`config.mk`:
```
export PLATFORM = sky130hd
export DESIGN_NAME = tq_pwm_digitizer
export DESIGN_NICKNAME = d
export VERILOG_FILES = /design/src/rtl/tq_pkg.sv /design/src/rtl/tq_frame_ctrl.sv /design/src/rtl/tq_sample_path.sv /design/src/rtl/tq_pwm_digitizer.sv
export SDC_FILE = /design/constraint.sdc
export NUM_CORES = 1
export LEC_CHECK = 0
export BUFFER_PORTS_ARGS = -buffer_cell sky130_fd_sc_hd__buf_2
export CELL_PAD_IN_SITES_DETAIL_PLACEMENT = 0
export CELL_PAD_IN_SITES_GLOBAL_PLACEMENT = 1
export CORE_ASPECT_RATIO = 1.4
export CORE_MARGIN = 1
export CORE_UTILIZATION = 44
export CTS_CLUSTER_SIZE = 8
export DETAILED_ROUTE_END_ITERATION = 12
export PLACE_DENSITY_LB_ADDON = 0.25
export SLEW_MARGIN = 10
export SYNTH_ARGS = -nofsm -noshare
export SYNTH_HDL_FRONTEND = slang
export SYNTH_SLANG_ARGS = --single-unit
```
`constraint.sdc`:
```
create_clock -name clk -period 2.8 [get_ports clk]
set_input_delay 0.14 -clock clk [delete_from_list [all_inputs] [get_ports clk]]
set_output_delay 0.14 -clock clk [all_outputs]
set_load 0.1 [all_outputs]
```
`src/rtl/tq_pkg.sv`:
```
package tq_pkg;
  // Strobes sent from the frame sequencer to the sampling datapath
  typedef struct packed {
    logic frameStart;  // current tick samples step 0
    logic frameEnd;    // current tick samples the last step
  } tqStrobe_t;
endpackage

```
`src/rtl/tq_frame_ctrl.sv`:
```
module tq_frame_ctrl
  import tq_pkg::*;
#(
  parameter int NPHASE = 8,
  localparam int PW = $clog2(NPHASE)
) (
  input  logic          clk,
  input  logic          rstN,
  output tqStrobe_t     strobe,
  output logic [PW-1:0] phase
);
  localparam logic [PW-1:0] LAST = PW'(NPHASE - 1);

  always_ff @(posedge clk) begin
    if (!rstN)              phase <= '0;
    else if (phase == LAST) phase <= '0;
    else                    phase <= phase + 1'b1;
  end

  always_comb begin
    strobe.frameStart = (phase == '0);
    strobe.frameEnd   = (phase == LAST);
  end


  phase_range_chk: assert property (@(posedge clk) disable iff (!rstN)
    phase <= LAST);

  phase_wrap_chk: assert property (@(posedge clk) disable iff (!rstN)
    (phase == LAST) |=> (phase == '0));
endmodule

```
`src/rtl/tq_sample_path.sv`:
```
module tq_sample_path
  import tq_pkg::*;
#(
  parameter int NPHASE = 8,
  localparam int PW = $clog2(NPHASE),
  localparam int CW = $clog2(NPHASE + 1)
) (
  input  logic          clk,
  input  logic          rstN,
  input  logic          pwmIn,
  input  tqStrobe_t     strobe,
  input  logic [PW-1:0] phase,
  output logic [CW-1:0] riseCode,
  output logic [CW-1:0] fallCode,
  output logic          codeValid,
  output logic          pulseQ
);
  localparam logic [CW-1:0] NONE = CW'(NPHASE);

  logic [NPHASE-1:0] therm;
  logic [NPHASE-1:0] curVec;
  logic [CW-1:0]     riseIdx, fallIdx;
  logic              seenHigh;
  logic              risenQ, fallenQ, risen, fallen, setQ, clrQ;

  // One sampler per step; cleared at the start of each frame
  for (genvar i = 0; i < NPHASE; i++) begin : gSampler
    always_ff @(posedge clk) begin
      if (!rstN)                       therm[i] <= 1'b0;
      else if (phase == PW'(i))        therm[i] <= pwmIn;
      else if (strobe.frameStart)      therm[i] <= 1'b0;
    end
  end

  // Thermometer picture including the sample taken on this edge
  always_comb begin
    curVec        = therm;
    curVec[phase] = pwmIn;
  end

  // Thermometer-to-index encoders
  always_comb begin
    riseIdx  = NONE;
    for (int i = NPHASE - 1; i >= 0; i--)
      if (curVec[i]) riseIdx = CW'(i);
    fallIdx  = NONE;
    seenHigh = 1'b0;
    for (int i = 0; i < NPHASE; i++) begin
      if (curVec[i])                          seenHigh = 1'b1;
      else if (seenHigh && fallIdx == NONE)   fallIdx  = CW'(i);
    end
  end

  always_ff @(posedge clk) begin
    if (!rstN) begin
      riseCode  <= '0;
      fallCode  <= '0;
      codeValid <= 1'b0;
    end else begin
      codeValid <= strobe.frameEnd;
      if (strobe.frameEnd) begin
        riseCode <= riseIdx;
        fallCode <= fallIdx;
      end
    end
  end

  // Set/clear latch for the grid-aligned pulse
  always_comb begin
    risen  = strobe.frameStart ? 1'b0 : risenQ;
    fallen = strobe.frameStart ? 1'b0 : fallenQ;
    setQ   = !risen && pwmIn;
    clrQ   = risen && !fallen && !pwmIn;
  end

  always_ff @(posedge clk) begin
    if (!rstN) begin
      risenQ  <= 1'b0;
      fallenQ <= 1'b0;
      pulseQ  <= 1'b0;
    end else begin
      risenQ  <= risen | setQ;
      fallenQ <= fallen | clrQ;
      if (setQ)                   pulseQ <= 1'b1;
      else if (clrQ)              pulseQ <= 1'b0;
      else if (strobe.frameStart) pulseQ <= 1'b0;
    end
  end


  rise_on_high_chk: assert property (@(posedge clk) disable iff (!rstN)
    $rose(pulseQ) |-> $past(pwmIn));

  fall_on_low_chk: assert property (@(posedge clk) disable iff (!rstN)
    $fell(pulseQ) |-> !$past(pwmIn));

  valid_single_chk: assert property (@(posedge clk) disable iff (!rstN)
    codeValid |=> !codeValid);

  code_order_chk: assert property (@(posedge clk) disable iff (!rstN)
    codeValid |-> (riseCode <= fallCode && fallCode <= NONE));

  no_rearm_chk: assert property (@(posedge clk) disable iff (!rstN)
    (fallenQ && !strobe.frameStart) |=> !$rose(pulseQ));
endmodule

```
`src/rtl/tq_pwm_digitizer.sv`:
```
module tq_pwm_digitizer
  import tq_pkg::*;
#(
  parameter int NPHASE = 8,
  localparam int PW = $clog2(NPHASE),
  localparam int CW = $clog2(NPHASE + 1)
) (
  input  logic          clk,
  input  logic          rstN,
  input  logic          pwmIn,
  output logic [CW-1:0] riseCode,
  output logic [CW-1:0] fallCode,
  output logic          codeValid,
  output logic          pulseQ
);
  tqStrobe_t     strobe;
  logic [PW-1:0] phase;

  tq_frame_ctrl #(.NPHASE(NPHASE)) uCtrl (
    .clk(clk), .rstN(rstN), .strobe(strobe), .phase(phase)
  );

  tq_sample_path #(.NPHASE(NPHASE)) uPath (
    .clk(clk), .rstN(rstN), .pwmIn(pwmIn), .strobe(strobe), .phase(phase),
    .riseCode(riseCode), .fallCode(fallCode), .codeValid(codeValid),
    .pulseQ(pulseQ)
  );
endmodule

```
==> flow_summary.json <==
{
  "status": "finished, final reports clean",
  "post_cts.repair.setup_buffers": 0,
  "cp_num_buf_inv": 0,
  "pre_cts_ws_ps": 354,
  "clock_skew_ps": 2.27,
  "synth_mux_area_share_pct": 8.76,
  "drtIter0Drc": 17,
  "finalSetupTns_ps": 0,
  "syn-instance-count": 165,
  "avgSynthCellArea_um2": 8.83,
  "ctsResizeCount": 0,
  "p_int_mw": 0.519,
  "synth_common_cells": "dfxtp_1, nand2_1, nor2_1",
  "die_w_um": 50.6,
  "fmax_mhz": 401,
  "crit_family": "simple AND/OR/NAND/NOR gates",
  "core_area_um2": 3120,
  "yosys.area.top_type_share_pct": 31.6,
  "cts.reportedPaths.clkPinSlew_ps": 80,
  "synthArstFlopShare_pct": 0,
  "synth_top_family_by_area": "compound AO/OA/AOI/OAI gates",
  "pwr-share-clk_pct": 27.4,
  "grt_pass1_wl_mm": 5.46,
  "seq_area_frac_synth_pct": 31.6,
  "worstSetupPathType": "flop to flop",
  "synth_compound_area_share_pct": 24.6,
  "switching_share_pct": 32.2,
  "start_kind": "flop",
  "syn_nets": 174,
  "netlist_area_um2": 1460,
  "fin_ws_ps": 306,
  "ys_seq_elements": 23,
  "hold_buffers": 0,
  "min_period_ps": 2490,
  "cts.sinks": 23,
  "dp_hpwl_mm": 2.43,
  "cts_buffer_depth": 2,
  "die_h_um": 70.1,
  "routed_via_density": 5.58,
  "finalCritPeriodShare_pct": 89.1,
  "max-cap-violations": 0,
  "cts_tree": "built",
  "relSlewSlack_pct": 61.4,
  "required_ps": 3000,
  "ant_nets": 0,
  "num-fill-cells": 324,
  "irDropWorstVdd_mv": 0.330,
  "yosys-top-cells-area": "dfxtp_1, mux2i_1, ha_1",
  "routed_wl_mm": 3.20,
  "htreeDepth": 1,
  "synth_warnings": 0,
  "vias": 1182,
  "gr-usage-all-layers_pct": 19.9,
  "first_pass_iters": 4,
  "n_antenna_cell": 0,
  "ys.flop_type": "dfxtp_1",
  "gp_congestion": 0.815,
  "initial_core_util_pct": 46.7,
  "clk_latency_ps": 260,
  "cp.arrival_ps": 2690,
  "grt_max_degree": 23,
  "min_path_type": "input port to flop",
  "routedWlPerCell_um": 15.1,
  "antenna_found_initial": 0,
  "p_seq_share_pct": 46.4,
  "synthAdderAreaFrac_pct": 5.15,
  "die-area_um2": 3550,
  "row_count": 24,
  "synth_most_common_cell": "dfxtp_1",
  "worstMarginPinSlew_ps": 562,
  "io_pins": 13,
  "cts_root_buf": "clkbuf_8",
  "drc_errors": 0,
  "syn_to_final_growth_pct": 7.30,
  "path_max_fanout": 13,
  "report.final.hold_viol_count": 0,
  "p_sw_mw": 0.246,
  "p_comb_share_pct": 26.2,
  "cpMaxStageDelayCell": "dfxtp_1",
  "cts_buffers": 3,
  "first_global_vias": 1198,
  "drv_slew": 0,
  "synth-xor-area-share_pct": 0,
  "rsz0062_at_grt": "false",
  "leakagePower_nw": 0.651,
  "numPortBuffers": 12,
  "overflow": 0,
  "max_stage_delay_ps": 610,
  "crit_chain": "nor3b_1 > mux2i_1 > o22ai_1 > nand2b_4 > or4_4 > o22ai_2",
  "p_per_area_nw_per_um2": 489,
  "synth.distinct_cells": 47,
  "drive_gt1_share_pct": 19.1,
  "nets": 183,
  "synth_edf_count": 0,
  "endpoint_kind": "flop",
  "finalSetupViolCount": 0,
  "synth-simple-area-share_pct": 23.3,
  "yosys.area.top_type": "dfxtp_1"
}
==> area by class of cell <==
| cell class | count | area (um2) | area share, % |
|---|---|---|---|
| Multi-Input combinational cell | 123 | 901 | 57.6 |
| Sequential cell | 23 | 460 | 29.4 |
| Clock buffer | 4 | 45.0 | 2.88 |
| Inverter | 9 | 33.8 | 2.16 |
| Timing Repair Buffer | 14 | 75.1 | 4.80 |
| Tap cell | 39 | 48.8 | 3.12 |
==> cells by family after synthesis <==
kind of cell               count (synthesis)
adders and majority gates                  6
buffers and inverters                     19
DFF                                       23
AOI/OAI and AO/OA                         43
and+or+nand+nor                           62
muxes                                     12
==> per-stage QoR <==
stage	hold WS [ps]	area, um2	std cells	total power, mW	utilization (%)
floorplan	327	1460	165	0.532	-
CTS	267	1560	212	0.771	50.1
finish	274	1560	212	0.765	50.1
global route	331	1560	212	0.802	50.1
global placement	461	1520	208	0.558	48.6
detailed placement	469	1520	208	0.562	48.6
==> per-layer routing <==
layer  GRT usage, %  share of wire, %  vias to the layer above
li1               -                 -                      600
met1           22.3                42                      565
met2           38.1                55                       15
met3           1.31               1.9                        2
met4           6.48              0.66                        0
met5              0                 0                        -
==> worst paths after layout <==
check,start,end,slack (ps),depth (start not counted)
worst max-delay path,uCtrl.phase[0]$_SDFF_PP0_,uPath.fallCode[1]$_SDFFE_PN0P_,310,6
worst min-delay path,rstN,uPath.fallenQ$_SDFF_PN0_,270,3
worst max register to register,uCtrl.phase[0]$_SDFF_PP0_,uPath.fallCode[1]$_SDFFE_PN0P_,310,6
worst min register to register,uPath.riseCode[3]$_SDFFE_PN0P_,uPath.riseCode[3]$_SDFFE_PN0P_,480,2
==> registers in the layout, summed over array words and instances (netlist names) <==
register and flops:
uPath.fallenQ 1, uPath.riseCode 4, uPath.fallCode 4, uPath.pulseQ 1
uPath.risenQ 1, uPath.therm 8, uCtrl.phase 3, uPath.codeValid 1
==> worst min-delay path, cell delays in order <==
cell     delay, ps
buf_2          220
nand2_1        100
nor2_1          40
==> placed cells by master, fill, tap and decap left out, types with 2 or more instances in the layout <==
master,synthesis,routed
a21boi_0,5,5
a21o_1,2,2
a21oi_1,7,7
a22oi_1,2,2
a32oi_1,2,2
and2_1,3,3
and3_1,2,2
buf_2,2,12
buf_4,0,2
clkbuf_8,0,3
dfxtp_1,23,23
ha_1,6,6
inv_1,8,8
mux2_2,3,3
mux2i_1,8,8
nand2_1,16,16
nand2b_1,3,3
nand3_1,6,6
nand3b_1,3,3
nor2_1,11,11
nor2b_1,7,7
nor3_1,3,3
nor3b_1,2,2
o211ai_1,2,2
o21ai_0,8,8
o21ai_1,2,2
or4_4,2,2
==> power by group through the flow <==
stage          Combinational, mW  Clock (mW)  Sequential (mW)
2_1_floorplan              0.166           0            0.366
3_3_place_gp               0.196           0            0.362
3_5_place_dp               0.200           0            0.363
4_1_cts                    0.201       0.215            0.355
5_1_grt                    0.218       0.227            0.357
6_report                   0.200       0.210            0.355
Note: power is estimated with default switching activity, not from simulation.
